--- config.mk ---
export PLATFORM = sky130hd
export DESIGN_NAME = bte_cond_eval
export DESIGN_NICKNAME = d
export VERILOG_FILES = /design/src/rtl/bte_pkg.sv /design/src/rtl/bte_decode.sv /design/src/rtl/bte_compare.sv /design/src/rtl/bte_cond_eval.sv
export SDC_FILE = /design/constraint.sdc
export NUM_CORES = 1
export LEC_CHECK = 0
export ABC_AREA = 1
export CORE_UTILIZATION = 40
export DETAILED_ROUTE_END_ITERATION = 16
export PLACE_DENSITY = 0.83
export SKIP_CTS_REPAIR_TIMING = 1
export SYNTH_ARGS = -nofsm -noshare
export SYNTH_HDL_FRONTEND = slang
export SYNTH_SLANG_ARGS = --single-unit
--- constraint.sdc ---
create_clock -name clk_i -period 0.8 [get_ports clk_i]
set_input_delay 0.12 -clock clk_i [delete_from_list [all_inputs] [get_ports clk_i]]
set_output_delay 0.12 -clock clk_i [all_outputs]
set_load 0.05 [all_outputs]
--- src/rtl/bte_pkg.sv ---
package bte_pkg;
  localparam int INSTR_W = 32;
  localparam int OPC_W   = 6;
  localparam int SEL_W   = 5;
  localparam int FN_W    = 6;

  typedef enum logic [3:0] {
    CK_EQ, CK_NE, CK_LEZ, CK_GTZ, CK_LTZ, CK_GEZ,
    CK_GES, CK_GEU, CK_LTS, CK_LTU
  } cmp_kind_e;

  typedef struct packed {
    logic      br;
    logic      trp;
    logic      link;
    logic      likely;
    logic      illegal;
    logic      use_imm;
    cmp_kind_e kind;
  } dec_t;

  // low three bits of a trap code pick the comparison
  function automatic cmp_kind_e trap_kind(input logic [2:0] k);
    case (k)
      3'd0:    trap_kind = CK_GES;
      3'd1:    trap_kind = CK_GEU;
      3'd2:    trap_kind = CK_LTS;
      3'd3:    trap_kind = CK_LTU;
      3'd4:    trap_kind = CK_EQ;
      default: trap_kind = CK_NE;
    endcase
  endfunction
endpackage

--- src/rtl/bte_decode.sv ---
module bte_decode
  import bte_pkg::*;
(
  input  logic [OPC_W-1:0] opc_i,
  input  logic [SEL_W-1:0] sel_i,
  input  logic [FN_W-1:0]  fn_i,
  output dec_t             dec_o
);
  always_comb begin
    dec_o         = '0;
    dec_o.kind    = CK_EQ;
    dec_o.illegal = 1'b1;
    case (opc_i)
      6'h00: begin
        if (fn_i[5:3] == 3'b110 && fn_i[2:0] != 3'd5 && fn_i[2:0] != 3'd7) begin
          dec_o.trp     = 1'b1;
          dec_o.illegal = 1'b0;
          dec_o.kind    = trap_kind(fn_i[2:0]);
        end
      end
      6'h01: begin
        case (sel_i)
          5'h00, 5'h01, 5'h02, 5'h03, 5'h10, 5'h11, 5'h12, 5'h13: begin
            dec_o.br      = 1'b1;
            dec_o.illegal = 1'b0;
            dec_o.likely  = sel_i[1];
            dec_o.link    = sel_i[4];
            dec_o.kind    = sel_i[0] ? CK_GEZ : CK_LTZ;
          end
          5'h08, 5'h09, 5'h0A, 5'h0B, 5'h0C, 5'h0E: begin
            dec_o.trp     = 1'b1;
            dec_o.illegal = 1'b0;
            dec_o.use_imm = 1'b1;
            dec_o.kind    = trap_kind(sel_i[2:0]);
          end
          default: ;
        endcase
      end
      6'h04, 6'h05, 6'h06, 6'h07, 6'h14, 6'h15, 6'h16, 6'h17: begin
        dec_o.br      = 1'b1;
        dec_o.illegal = 1'b0;
        dec_o.likely  = opc_i[4];
        case (opc_i[1:0])
          2'd0:    dec_o.kind = CK_EQ;
          2'd1:    dec_o.kind = CK_NE;
          2'd2:    dec_o.kind = CK_LEZ;
          default: dec_o.kind = CK_GTZ;
        endcase
      end
      default: ;
    endcase
  end
endmodule

--- src/rtl/bte_compare.sv ---
module bte_compare
  import bte_pkg::*;
#(
  parameter int XLEN = 32
) (
  input  logic [XLEN-1:0] a_i,
  input  logic [XLEN-1:0] b_i,
  input  cmp_kind_e       kind_i,
  output logic            cond_o
);
  localparam int MSB = XLEN - 1;

  logic eq, lt_s, lt_u, a_neg, a_zero;

  assign eq     = (a_i == b_i);
  assign lt_u   = (a_i < b_i);
  assign lt_s   = ($signed(a_i) < $signed(b_i));
  assign a_neg  = a_i[MSB];
  assign a_zero = (a_i == '0);

  always_comb begin
    case (kind_i)
      CK_EQ:   cond_o = eq;
      CK_NE:   cond_o = !eq;
      CK_LEZ:  cond_o = a_neg || a_zero;
      CK_GTZ:  cond_o = !a_neg && !a_zero;
      CK_LTZ:  cond_o = a_neg;
      CK_GEZ:  cond_o = !a_neg;
      CK_GES:  cond_o = !lt_s;
      CK_GEU:  cond_o = !lt_u;
      CK_LTS:  cond_o = lt_s;
      CK_LTU:  cond_o = lt_u;
      default: cond_o = 1'b0;
    endcase
  end
endmodule

--- src/rtl/bte_cond_eval.sv ---
module bte_cond_eval
  import bte_pkg::*;
#(
  parameter int XLEN  = 32,
  parameter int IMM_W = 16
) (
  input  logic               clk_i,
  input  logic               rst_ni,
  input  logic [INSTR_W-1:0] instr_i,
  input  logic [XLEN-1:0]    rs_val_i,
  input  logic [XLEN-1:0]    rt_val_i,
  output logic               taken_o,
  output logic               trap_o,
  output logic               link_o,
  output logic               likely_o,
  output logic               illegal_o
);
  localparam int EXT_W = XLEN - IMM_W;

  dec_t            dec;
  logic [XLEN-1:0] imm_sx;
  logic [XLEN-1:0] opnd_b;
  logic            cond;
  logic            unused_rs_fld;

  assign unused_rs_fld = ^instr_i[25:21];

  bte_decode u_decode (
    .opc_i (instr_i[31:26]),
    .sel_i (instr_i[20:16]),
    .fn_i  (instr_i[5:0]),
    .dec_o (dec)
  );

  // immediate always sign-extended, also for unsigned compares
  assign imm_sx = {{EXT_W{instr_i[IMM_W-1]}}, instr_i[IMM_W-1:0]};
  assign opnd_b = dec.use_imm ? imm_sx : rt_val_i;

  bte_compare #(.XLEN(XLEN)) u_compare (
    .a_i    (rs_val_i),
    .b_i    (opnd_b),
    .kind_i (dec.kind),
    .cond_o (cond)
  );

  always_ff @(posedge clk_i or negedge rst_ni) begin
    if (!rst_ni) begin
      taken_o   <= 1'b0;
      trap_o    <= 1'b0;
      link_o    <= 1'b0;
      likely_o  <= 1'b0;
      illegal_o <= 1'b0;
    end else begin
      taken_o   <= dec.br && cond;
      trap_o    <= dec.trp && cond;
      link_o    <= dec.link;
      likely_o  <= dec.likely;
      illegal_o <= dec.illegal;
    end
  end


  taken_trap_excl_chk: assert property (@(posedge clk_i) disable iff (!rst_ni)
    !(taken_o && trap_o));


  illegal_quiet_chk: assert property (@(posedge clk_i) disable iff (!rst_ni)
    illegal_o |-> !(taken_o || trap_o || link_o || likely_o));


  beq_taken_chk: assert property (@(posedge clk_i) disable iff (!rst_ni)
    (instr_i[31:26] == 6'h04 && rs_val_i == rt_val_i) |=> taken_o);


  link_flag_chk: assert property (@(posedge clk_i) disable iff (!rst_ni)
    (instr_i[31:26] == 6'h01 && instr_i[20:18] == 3'b100) |=> (link_o && !trap_o));
endmodule

======== After elaboration in Yosys (flattened, before gate mapping) ========
Cells that the tools add are included.
Widths: inputs -> output; s select.
cells by class
  multiplexer cells ....................... 21
  reductions and logical operators ........ 22
  magnitude comparators ................... 2
  equality and inequality tests ........... 45
operators with widths
  operator            number
  $lt 32x32->1        2
  $pmux 4 s5          2
  $eq 32x32->1        1
  $logic_not 32->1    1
  $mux 32             1
  $eq 5x4->1 const B  6
  $eq 6x3->1 const B  4
  $eq 6x5->1 const B  4
  $eq 5x5->1 const B  4
  $eq 4x3->1 const B  4
  $reduce_or 8->1     2
  $reduce_or 14->1    1
  $eq 3x2->1 const B  4
  $pmux 4 s3          1
  $eq 5x2->1 const B  2
  $pmux 1 s10         1
  $eq 3x3->1 const B  3
  $eq 4x2->1 const B  2
  $eq 4x4->1 const B  2
  $mux 1              8
  $pmux 4 s2          1
  $eq 3x1->1 const B  2
  $eq 6x1->1 const B  1
  $logic_not 3->1     2
  other kinds (18)    29
word-level totals
  logic and storage cells ................. 95
  bits of input ports ..................... 98
  flip-flop bits (word level) ............. 5
  output and inout bits ................... 5

======== Logic depth before layout (Yosys ltp) ========
Gate-level depths: netlist of run 1.
  depth in word-level cells ............... 9
  mapped depth ............................ 22
  gate-level depth less buffers ........... 21

======== Cells and area by module ========
A second synthesis of run 1 with hierarchy kept.
unflattened totals
  cells, all modules ...................... 383
  area, all modules ....................... 2044.5 µm²
by module, submodules not included
  module         area each (µm²)  cells each  times used  sequential area each (µm²)
  bte_compare    1157.4           214         1           0.0
  bte_cond_eval  518.0            96          1           125.1
  bte_decode     369.1            73          1           0.0

======== Worst setup path before layout of run 1 ========
Ideal clock, no wire load.
  path kind ............................... input to register
  start point ............................. input instr_i[31]
  end point ............................... register taken_o
  data arrival time ....................... 2321 ps
  setup slack ............................. -1646 ps
  stages .................................. 19
  buffers on the path ..................... 2
  library setup time ...................... 125 ps
  data required time ...................... 675 ps
  path through ............................ nor2_1 nand3_2 nor2_4 inv_2 or2_1 buf_2 buf_6 o21ai_1 ha_1 a21oi_1 nor2_1 nor3_1 nand2_1 a21oi_1 nand2_1 nand2_1 o21ai_1 nor2_1 a21oi_1
between the ends
  word-level cells in the longest chain between the ends .. 7
  elaborated cells between the ends (all ways) .. 33
  classes of those cells .................. order compare (2); eq/ne (19); mux (5); reduce/logical (7)
RTL lines
  what                                  line                                                     RTL
  start, declared                       bte_cond_eval.sv:9                                       input logic [INSTR_W-1:0] instr_i,
  $eq 6x1->1                            bte_decode.sv:13                                         case (opc_i)
  $mux 1                                bte_decode.sv:13
  $mux 32                               bte_cond_eval.sv:37                                      assign opnd_b = dec.use_imm ? imm_sx : rt_val_i;
  $lt 32x32->1 (tied with other cells)  bte_compare.sv:16                                        assign lt_u = (a_i < b_i);
  $logic_not 1->1 (on tied branches)    bte_compare.sv:30, bte_compare.sv:24, bte_compare.sv:29
  $pmux 1 s10                           bte_compare.sv:22                                        case (kind_i)
  $logic_and 1x1->1 (*)                 bte_cond_eval.sv:54                                      taken_o <= dec.br && cond;
  end signal, assigned                  bte_cond_eval.sv:54
  end, declared                         bte_cond_eval.sv:12                                      output logic taken_o,
Every way passes the cells marked *; elsewhere a longest branch is shown, timed or not.

======== Worst setup path after layout of run 1 ========
  start point ............................. input instr_i[19]
  end point ............................... register trap_o
between the ends
  word-level cells in the longest chain between the ends .. 9
  elaborated cells between the ends (all ways) .. 40
  classes of those cells .................. order compare (2); eq/ne (23); mux (7); reduce/logical (8)
RTL lines
  what                                  line                                                     RTL
  $eq 5x4->1                            bte_decode.sv:22                                         case (sel_i)
  $reduce_or 6->1                       bte_decode.sv:22
  $mux 1                                bte_decode.sv:22
  $mux 1                                bte_decode.sv:13
  $mux 32                               bte_cond_eval.sv:37
  $lt 32x32->1 (tied with other cells)  bte_compare.sv:16
  $logic_not 1->1 (on tied branches)    bte_compare.sv:30, bte_compare.sv:24, bte_compare.sv:29
  $pmux 1 s10                           bte_compare.sv:22
  $logic_and 1x1->1 (*)                 bte_cond_eval.sv:55                                      trap_o <= dec.trp && cond;
  end signal, assigned                  bte_cond_eval.sv:55
  end, declared                         bte_cond_eval.sv:13                                      output logic trap_o,
Marks and branches as above.

==> flow_summary.html, run 1 <==
<table>
<tr><th>Metric</th><th>Value</th></tr>
<tr><th colspan="2">Outcome</th></tr>
<tr><td>Status</td><td>finished, violations left</td></tr>
<tr><td>Violated checks</td><td>setup timing</td></tr>
<tr><th colspan="2">Floorplanning</th></tr>
<tr><td>Io pins</td><td>103</td></tr>
<tr><td>Vertical die dimension</td><td>70.3 um</td></tr>
<tr><td>Num rows</td><td>24</td></tr>
<tr><td>Horizontal extent of the die</td><td>70.3 um</td></tr>
<tr><td>Core box area</td><td>4410 sq um</td></tr>
<tr><td>Die footprint</td><td>4940 sq um</td></tr>
<tr><td>Starting density of the core</td><td>42.3%</td></tr>
<tr><th colspan="2">Route</th></tr>
<tr><td>Initial DRC Count</td><td>131</td></tr>
<tr><td>Routed WL</td><td>6310 um</td></tr>
<tr><td>DR pass1 iterations</td><td>4</td></tr>
<tr><td>Routed vias</td><td>2,577</td></tr>
<tr><td>Final ANT Viol Nets</td><td>0</td></tr>
<tr><td>Average routed wire per standard cell</td><td>12.4 um</td></tr>
<tr><td>Via count normalized by instance count</td><td>5.08</td></tr>
<tr><td>Remaining design rule violation count</td><td>0</td></tr>
<tr><th colspan="2">Clocking</th></tr>
<tr><td>Clock sink count</td><td>5</td></tr>
<tr><td>Maximum number of buffers from clock root to sink</td><td>2</td></tr>
<tr><td>TritonCTS Buffers</td><td>3</td></tr>
<tr><td>CTS tree</td><td>done</td></tr>
<tr><td>H-tree depth</td><td>1</td></tr>
<tr><td>Root Buffer Master</td><td>sky130_fd_sc_hd__clkbuf_8</td></tr>
<tr><td>Clock Pin Slew Worst Setup and Hold Paths</td><td>40 ps</td></tr>
<tr><th colspan="2">Synth</th></tr>
<tr><td>Count of cell types in the netlist</td><td>28</td></tr>
<tr><td>Sequential cell area fraction in the yosys report</td><td>6.71%</td></tr>
<tr><td>Share of the synthesized area in the top cell type</td><td>21.5%</td></tr>
<tr><td>Yosys Warn Count</td><td>0</td></tr>
<tr><td>Cell accounting for the most synthesized area</td><td>sky130_fd_sc_hd__ha_1</td></tr>
<tr><td>Biggest area contributors in the synthesized netlist</td><td>sky130_fd_sc_hd__ha_1, sky130_fd_sc_hd__nand2_1, sky130_fd_sc_hd__nor2_1</td></tr>
<tr><td>Mapped Area</td><td>1870 sq um</td></tr>
<tr><td>Seq cells post-synth</td><td>5</td></tr>
<tr><td>Net count after synthesis</td><td>448</td></tr>
<tr><td>Synthesized netlist cell count</td><td>318</td></tr>
<tr><td>Post-Syn Area per Cell</td><td>5.87 sq um</td></tr>
<tr><th colspan="2">GRT</th></tr>
<tr><td>Largest net degree at the start of global routing</td><td>20</td></tr>
<tr><td>Global routing usage on met1</td><td>25.2%</td></tr>
<tr><td>Met3 usage in global routing</td><td>3.17%</td></tr>
<tr><td>Busiest layer in global routing</td><td>met2</td></tr>
<tr><td>Met2 GRT Util</td><td>46.9%</td></tr>
<tr><td>Global-route wire length before repair</td><td>9740 um</td></tr>
<tr><td>Number of antenna violations at the first check in global routing</td><td>0</td></tr>
<tr><td>Vias in the first global route</td><td>2,424</td></tr>
<tr><td>Tot GR Track Use</td><td>23.5%</td></tr>
<tr><td>Global route total overflow</td><td>0</td></tr>
<tr><th colspan="2">Layout</th></tr>
<tr><td>Final-stage net count</td><td>586</td></tr>
<tr><td>Number of filler instances in the final layout</td><td>344</td></tr>
<tr><td>Diodes inserted</td><td>0</td></tr>
<tr><td>Synth-to-layout area growth</td><td>85.4%</td></tr>
<tr><td>Number of standard cells in the layout, taps in and fillers out</td><td>507</td></tr>
<tr><td>Multi-input combinational cell area</td><td>1770 sq um</td></tr>
<tr><td>Footprint of the flip-flops and latches</td><td>125 sq um</td></tr>
<tr><td>Layout cell share with drive strength beyond 1</td><td>24.6%</td></tr>
<tr><th colspan="2">Power</th></tr>
<tr><td>Sw Pwr</td><td>778 uW</td></tr>
<tr><td>Largest voltage drop on the vdd net</td><td>0.437 mV</td></tr>
<tr><td>Clock network fraction of design power</td><td>22.5%</td></tr>
<tr><td>Portion of total power attributed to sequential cells</td><td>12.2%</td></tr>
<tr><td>Pwr/cell area</td><td>633 nW/um^2</td></tr>
<tr><td>Switching part of the total</td><td>35.5%</td></tr>
<tr><td>Static Leakage</td><td>1.63 nW</td></tr>
<tr><td>Int Pwr</td><td>1.41 mW</td></tr>
<tr><td>Combinational fraction of design power</td><td>65.4%</td></tr>
<tr><td>Total power draw</td><td>2.19 mW</td></tr>
<tr><th colspan="2">Place</th></tr>
<tr><td>Placed Instances</td><td>496</td></tr>
<tr><td>Port bufs</td><td>97</td></tr>
<tr><td>HPWL Detailed</td><td>5030 um</td></tr>
<tr><td>Final weighted congestion in routability-driven placement</td><td>0.867</td></tr>
<tr><th colspan="2">Timing</th></tr>
<tr><td>Final period util</td><td>283%</td></tr>
<tr><td>Slew Limit Headroom</td><td>83.3%</td></tr>
<tr><td>Setup TNS</td><td>-3800 ps</td></tr>
<tr><td>Crit path setup slack, layout</td><td>-1470 ps</td></tr>
<tr><td>Minimum clock period</td><td>2270 ps</td></tr>
<tr><td>Final Slew Violations</td><td>0</td></tr>
<tr><td>RSZ-0062 raised after global routing</td><td>true</td></tr>
<tr><td>Worst Max-Slew Pin Slew</td><td>250 ps</td></tr>
<tr><td>Fmax</td><td>0.441 GHz</td></tr>
<tr><td>Hold Vio Cnt, Final</td><td>0</td></tr>
<tr><td>Setup Viol. Count Final</td><td>10</td></tr>
<tr><th colspan="2">Critical path</th></tr>
<tr><td>Critical Path AT</td><td>2370 ps</td></tr>
<tr><td>Crit path required time</td><td>910 ps</td></tr>
<tr><td>Maximum fanout along the worst path</td><td>5</td></tr>
<tr><td>Critical path type</td><td>primary input to flip-flop</td></tr>
<tr><td>Endpoint class of the critical path</td><td>flip-flop</td></tr>
<tr><td>Critical path launch point type</td><td>primary input</td></tr>
<tr><th colspan="2">Hold path</th></tr>
<tr><td>Min-Delay Path Class</td><td>primary input to async pin</td></tr>
<tr><th colspan="2">Flow run</th></tr>
<tr><td>Max Cap Violations</td><td>0</td></tr>
</table>
power groups by stage:
stage | Clock [mW] | Combinational [mW] | Sequential, mW
2_1_floorplan | 0 | 0.513 | 0.289
3_3_place_gp | 0 | 1.25 | 0.269
3_5_place_dp | 0 | 1.30 | 0.270
4_1_cts | 0.498 | 1.31 | 0.267
5_1_grt | 0.511 | 1.58 | 0.268
6_report | 0.492 | 1.43 | 0.267
state kept, by name, summed over array words and instances (netlist names):
| name | count |
|---|---|
| illegal_o | 1 |
| likely_o | 1 |
| link_o | 1 |
| taken_o | 1 |
| trap_o | 1 |
placed cells by master, fill, tap and decap left out, types with 2 or more instances in the layout:
cell and instances:
sky130_fd_sc_hd__nor2_4 11, sky130_fd_sc_hd__nor2_1 42, sky130_fd_sc_hd__or2_4 3, sky130_fd_sc_hd__and2_1 2, sky130_fd_sc_hd__nand3_4 2, sky130_fd_sc_hd__dfrtp_1 5
sky130_fd_sc_hd__nand3_1 21, sky130_fd_sc_hd__inv_1 25, sky130_fd_sc_hd__nor2_2 8, sky130_fd_sc_hd__nand2_2 8, sky130_fd_sc_hd__nand2_1 76, sky130_fd_sc_hd__clkbuf_2 6
sky130_fd_sc_hd__clkbuf_8 3, sky130_fd_sc_hd__clkdlybuf4s50_1 77, sky130_fd_sc_hd__o21ai_0 19, sky130_fd_sc_hd__o21ai_2 3, sky130_fd_sc_hd__buf_6 7, sky130_fd_sc_hd__a21oi_1 11
sky130_fd_sc_hd__nand3_2 2, sky130_fd_sc_hd__dlymetal6s2s_1 5, sky130_fd_sc_hd__ha_1 32, sky130_fd_sc_hd__buf_4 34, sky130_fd_sc_hd__mux2i_1 10, sky130_fd_sc_hd__o21ai_1 10
sky130_fd_sc_hd__a21oi_2 9, sky130_fd_sc_hd__inv_2 4, sky130_fd_sc_hd__buf_12 6
cells in the mapped netlist:
library cell / instances
sky130_fd_sc_hd__or2_1: 2
sky130_fd_sc_hd__or2_0: 1
sky130_fd_sc_hd__a21o_1: 1
sky130_fd_sc_hd__nor2_1: 52
sky130_fd_sc_hd__a21oi_1: 19
sky130_fd_sc_hd__nand2_2: 4
sky130_fd_sc_hd__o221ai_1: 1
sky130_fd_sc_hd__o21a_1: 1
sky130_fd_sc_hd__mux2i_1: 11
sky130_fd_sc_hd__dfrtp_1: 5
sky130_fd_sc_hd__buf_2: 2
sky130_fd_sc_hd__inv_2: 2
sky130_fd_sc_hd__a21oi_2: 1
sky130_fd_sc_hd__o21ai_1: 6
sky130_fd_sc_hd__nand3_2: 3
sky130_fd_sc_hd__ha_1: 32
sky130_fd_sc_hd__clkbuf_1: 2
sky130_fd_sc_hd__o21bai_1: 1
sky130_fd_sc_hd__nand4_1: 1
sky130_fd_sc_hd__nor3_1: 2
sky130_fd_sc_hd__and2_1: 2
sky130_fd_sc_hd__nor2_2: 4
sky130_fd_sc_hd__nand2_1: 80
sky130_fd_sc_hd__buf_6: 1
sky130_fd_sc_hd__nand3_1: 22
sky130_fd_sc_hd__inv_1: 29
sky130_fd_sc_hd__o21ai_0: 26
sky130_fd_sc_hd__nor2_4: 5
kinds of logic after synthesis:
family	Yosys count	share of synthesized area, %
DFF	5	6.71
muxes	11	5.90
adders and majority gates	32	21.5
and+or+nand+nor	178	42.3
buffers and inverters	36	7.78
AOI/OAI and AO/OA	56	15.8
worst max-delay path, cell delays in order:
cell and delay, ps:
sky130_fd_sc_hd__buf_8 80, sky130_fd_sc_hd__inv_4 30, sky130_fd_sc_hd__nor2_4 110, sky130_fd_sc_hd__nand2_2 100
sky130_fd_sc_hd__nor2_4 180, sky130_fd_sc_hd__inv_2 80, sky130_fd_sc_hd__or2_4 300, sky130_fd_sc_hd__o21ai_0 90
sky130_fd_sc_hd__ha_1 220, sky130_fd_sc_hd__nand2_1 110, sky130_fd_sc_hd__nor2_2 130, sky130_fd_sc_hd__nand3_1 90
sky130_fd_sc_hd__nor2_1 110, sky130_fd_sc_hd__nand2_1 60, sky130_fd_sc_hd__nand3_1 80, sky130_fd_sc_hd__nor2_1 40
sky130_fd_sc_hd__nor2_1 90, sky130_fd_sc_hd__nand3_1 90, sky130_fd_sc_hd__nor2_2 180, sky130_fd_sc_hd__a21oi_2 70
area by class of cell:
class                   instances  share of cell area, %
well taps                      52                   1.88
clock buffers                   4                   1.30
flip-flops and latches          5                   3.62
repair buffers                136                   38.5
inverters                      31                   3.58
multi-input cells             279                   51.1
routing by layer:
layer,vias to the layer above,wire length (um)
met3,13,330
li1,1337,-
met1,1144,2510
met4,0,116
met2,83,3350
met5,-,0
stage by stage:
step	setup slack, ps	utilization (%)	hold slack [ps]	area (sq um)
after floorplan	-1570	-	-176	1900
after global placement	-2150	72.7	347	3210
after detailed placement	-2220	72.7	352	3210
after CTS	-1990	73.7	111	3250
after global routing	-1660	78.4	120	3460
final	-1470	78.4	107	3460
path summary, 6_finish.rpt:
check | startpoint | end | slack, ps | depth (start not counted)
min in group clk_i | instr_i[30] | likely_o | 250 | 4
max in group asynchronous | rst_ni | likely_o | 510 | 1
hold / removal | rst_ni | trap_o | 110 | 1
setup / recovery | instr_i[19] | trap_o | -1470 | 20
Note: power is estimated with default switching activity, not from simulation.
==> run 2: changes to the inputs <==
--- a/config.mk
+++ b/config.mk
@@ -6,9 +6,10 @@
 export NUM_CORES = 1
 export LEC_CHECK = 0
 export ABC_AREA = 1
-export CORE_UTILIZATION = 40
+export CAP_MARGIN = 20
+export CORE_UTILIZATION = 43
 export DETAILED_ROUTE_END_ITERATION = 16
-export PLACE_DENSITY = 0.83
+export PLACE_DENSITY = 0.88
 export SKIP_CTS_REPAIR_TIMING = 1
 export SYNTH_ARGS = -nofsm -noshare
 export SYNTH_HDL_FRONTEND = slang
==> constraint.sdc (replaced) <==
create_clock -name clk_i -period 2.8 [get_ports clk_i]
set_input_delay 0.42 -clock clk_i [delete_from_list [all_inputs] [get_ports clk_i]]
set_output_delay 0.42 -clock clk_i [all_outputs]
set_load 0.05 [all_outputs]
==> flow_summary.html, run 2 (synthesis gave the netlist of run 1 again) <==
<table>
<tr><th>Metric</th><th>Value</th></tr>
<tr><th colspan="2">Timing</th></tr>
<tr><td>Crit path setup slack, layout</td><td>124 ps</td></tr>
<tr><td>Final Slew Violations</td><td>0</td></tr>
<tr><td>Hold Vio Cnt, Final</td><td>0</td></tr>
<tr><td>WHS</td><td>418 ps</td></tr>
<tr><td>Fmax</td><td>0.374 GHz</td></tr>
<tr><td>Setup TNS</td><td>0 ps</td></tr>
<tr><td>Worst Max-Slew Pin Slew</td><td>488 ps</td></tr>
<tr><td>Setup Viol. Count Final</td><td>0</td></tr>
<tr><td>Final period util</td><td>95.6%</td></tr>
<tr><td>Minimum clock period</td><td>2680 ps</td></tr>
<tr><td>Slew Limit Headroom</td><td>67.4%</td></tr>
<tr><th colspan="2">Route</th></tr>
<tr><td>Uppermost routed layer</td><td>met4</td></tr>
<tr><td>Average routed wire per standard cell</td><td>11.7 um</td></tr>
<tr><td>Post-route met1 wirelength</td><td>2460 um</td></tr>
<tr><td>Via count normalized by instance count</td><td>5.12</td></tr>
<tr><td>Routed vias</td><td>2,511</td></tr>
<tr><td>Detailed-routed wire length on met3</td><td>335 um</td></tr>
<tr><td>Routed WL</td><td>5760 um</td></tr>
<tr><td>Initial DRC Count</td><td>90</td></tr>
<tr><td>DR pass1 iterations</td><td>4</td></tr>
<tr><td>Remaining design rule violation count</td><td>0</td></tr>
<tr><td>Final ANT Viol Nets</td><td>0</td></tr>
<tr><td>Met2 wire len</td><td>2900 um</td></tr>
<tr><th colspan="2">Layout</th></tr>
<tr><td>Layout cell share with drive strength beyond 1</td><td>16.4%</td></tr>
<tr><td>Synth-to-layout area growth</td><td>73.0%</td></tr>
<tr><td>Diodes inserted</td><td>0</td></tr>
<tr><td>Most frequent cells in the layout</td><td>sky130_fd_sc_hd__clkdlybuf4s50_1, sky130_fd_sc_hd__nand2_1, sky130_fd_sc_hd__nor2_1, sky130_fd_sc_hd__ha_1, sky130_fd_sc_hd__inv_1</td></tr>
<tr><td>Leading cell type in the layout, fill and taps excluded</td><td>sky130_fd_sc_hd__clkdlybuf4s50_1</td></tr>
<tr><td>Final-stage net count</td><td>571</td></tr>
<tr><td>Number of filler instances in the final layout</td><td>315</td></tr>
<tr><th colspan="2">Floorplanning</th></tr>
<tr><td>Num rows</td><td>23</td></tr>
<tr><td>Starting density of the core</td><td>45.7%</td></tr>
<tr><td>Horizontal extent of the die</td><td>67.9 um</td></tr>
<tr><td>Core box area</td><td>4090 sq um</td></tr>
<tr><td>Die footprint</td><td>4610 sq um</td></tr>
<tr><td>Vertical die dimension</td><td>67.9 um</td></tr>
<tr><td>Io pins</td><td>103</td></tr>
<tr><th colspan="2">GRT</th></tr>
<tr><td>Number of antenna violations at the first check in global routing</td><td>0</td></tr>
<tr><td>Largest net degree at the start of global routing</td><td>23</td></tr>
<tr><td>Vias in the first global route</td><td>2,238</td></tr>
<tr><td>Tot GR Track Use</td><td>23.4%</td></tr>
<tr><td>Global-route wire length before repair</td><td>8470 um</td></tr>
<tr><td>Global route total overflow</td><td>0</td></tr>
<tr><th colspan="2">Clocking</th></tr>
<tr><td>Maximum number of buffers from clock root to sink</td><td>2</td></tr>
<tr><td>H-tree depth</td><td>1</td></tr>
<tr><td>Clock Pin Slew Worst Setup and Hold Paths</td><td>40 ps</td></tr>
<tr><td>Root Buffer Master</td><td>sky130_fd_sc_hd__clkbuf_8</td></tr>
<tr><td>TritonCTS Buffers</td><td>3</td></tr>
<tr><td>CTS tree</td><td>done</td></tr>
<tr><td>Clock sink count</td><td>5</td></tr>
<tr><th colspan="2">Critical path</th></tr>
<tr><td>Slowest cell on the critical path</td><td>sky130_fd_sc_hd__or2_4</td></tr>
<tr><td>Library cell appearing most often on the critical path</td><td>sky130_fd_sc_hd__nand2_1</td></tr>
<tr><td>Largest incremental delay on the critical path</td><td>300 ps</td></tr>
<tr><td>Crit path required time</td><td>2940 ps</td></tr>
<tr><td>Number of gates on the worst path with buffers counted</td><td>19</td></tr>
<tr><td>Critical path type</td><td>primary input to flip-flop</td></tr>
<tr><td>Maximum fanout along the worst path</td><td>5</td></tr>
<tr><td>Cell type group with the largest total delay on the critical path</td><td>simple AND/OR/NAND/NOR gates</td></tr>
<tr><td>Worst Path Buf+Inv</td><td>2</td></tr>
<tr><td>Endpoint class of the critical path</td><td>flip-flop</td></tr>
<tr><td>Worst-path cell chain</td><td>dlymetal6s2s_1 &gt; nor2_2 &gt; nand3_2 &gt; nor2_4 &gt; inv_2 &gt; or2_4 &gt; o21ai_2 &gt; ha_1 &gt; a21oi_1 &gt; nor2_1 &gt; nor3_2 &gt; nand2_1 &gt; a21oi_2 &gt; nand2_2 &gt; nand2_2 &gt; nand2_1 &gt; nand2_1 &gt; nand2_1 &gt; a21oi_1</td></tr>
<tr><td>Critical Path AT</td><td>2820 ps</td></tr>
<tr><td>Critical path launch point type</td><td>primary input</td></tr>
<tr><th colspan="2">Power</th></tr>
<tr><td>Largest voltage drop on the vdd net</td><td>0.101 mV</td></tr>
<tr><td>Pwr/cell area</td><td>180 nW/um^2</td></tr>
<tr><td>Total power draw</td><td>581 uW</td></tr>
<tr><td>Static Leakage</td><td>1.55 nW</td></tr>
<tr><th colspan="2">Place</th></tr>
<tr><td>Setup slack after placement</td><td>-527 ps</td></tr>
<tr><td>Final weighted congestion in routability-driven placement</td><td>0.845</td></tr>
<tr><td>Port bufs</td><td>97</td></tr>
<tr><td>HPWL Detailed</td><td>4550 um</td></tr>
<tr><th colspan="2">Hold path</th></tr>
<tr><td>Min-Delay Path Class</td><td>primary input to async pin</td></tr>
<tr><th colspan="2">Outcome</th></tr>
<tr><td>Status</td><td>finished, final reports clean</td></tr>
<tr><th colspan="2">Flow run</th></tr>
<tr><td>Max Cap Violations</td><td>0</td></tr>
</table>
## run 2: layout make-up
cell class              count  area [sq um]  area share [%]
multi-input cells         279          1690            52.4
well taps                  50          62.6            1.94
inverters                  31           116            3.60
clock buffers               4          45.0            1.40
flip-flops and latches      5           125            3.88
repair buffers            121          1190            36.8
## run 2: stage by stage
stage / cell area, sq um / std cells / utilization (%)
2_1_floorplan: 1870 / 318 / -
3_3_place_gp: 3010 / 478 / 73.5
3_5_place_dp: 3010 / 478 / 73.5
4_1_cts: 3050 / 482 / 74.6
5_1_grt: 3230 / 490 / 79.0
6_report: 3230 / 490 / 79.0
## run 2: layer usage
metal | GRT usage [%] | up-vias
met4 | 6.77 | 0
met1 | 27.4 | 1116
li1 | - | 1301
met2 | 44.4 | 88
met3 | 2.00 | 6
met5 | 0 | -
## run 2: how the worst max path moves through the flow
stage	slack [ps]	end	from
detailed placement	-530	trap_o	instr_i[19]
floorplan	50	taken_o	instr_i[31]
global route	-100	taken_o	instr_i[28]
CTS	-310	trap_o	instr_i[19]
global placement	-390	trap_o	instr_i[29]
finish	120	taken_o	instr_i[28]
## run 2: power breakdown
| part | switching, mW | total, mW | internal, mW |
|---|---|---|---|
| clock network | 0.0351 | 0.133 | 0.0977 |
| logic | 0.163 | 0.374 | 0.211 |
| registers | 0.000497 | 0.0750 | 0.0745 |
| total | 0.198 | 0.581 | 0.383 |
==> run 3: changes to the inputs <==
--- a/config.mk
+++ b/config.mk
@@ -14,3 +14,4 @@
 export SYNTH_ARGS = -nofsm -noshare
 export SYNTH_HDL_FRONTEND = slang
 export SYNTH_SLANG_ARGS = --single-unit
+export TNS_END_PERCENT = 20
==> results of run 3 <==
The final DEF is identical to that of run 2; final timing and power are the same.
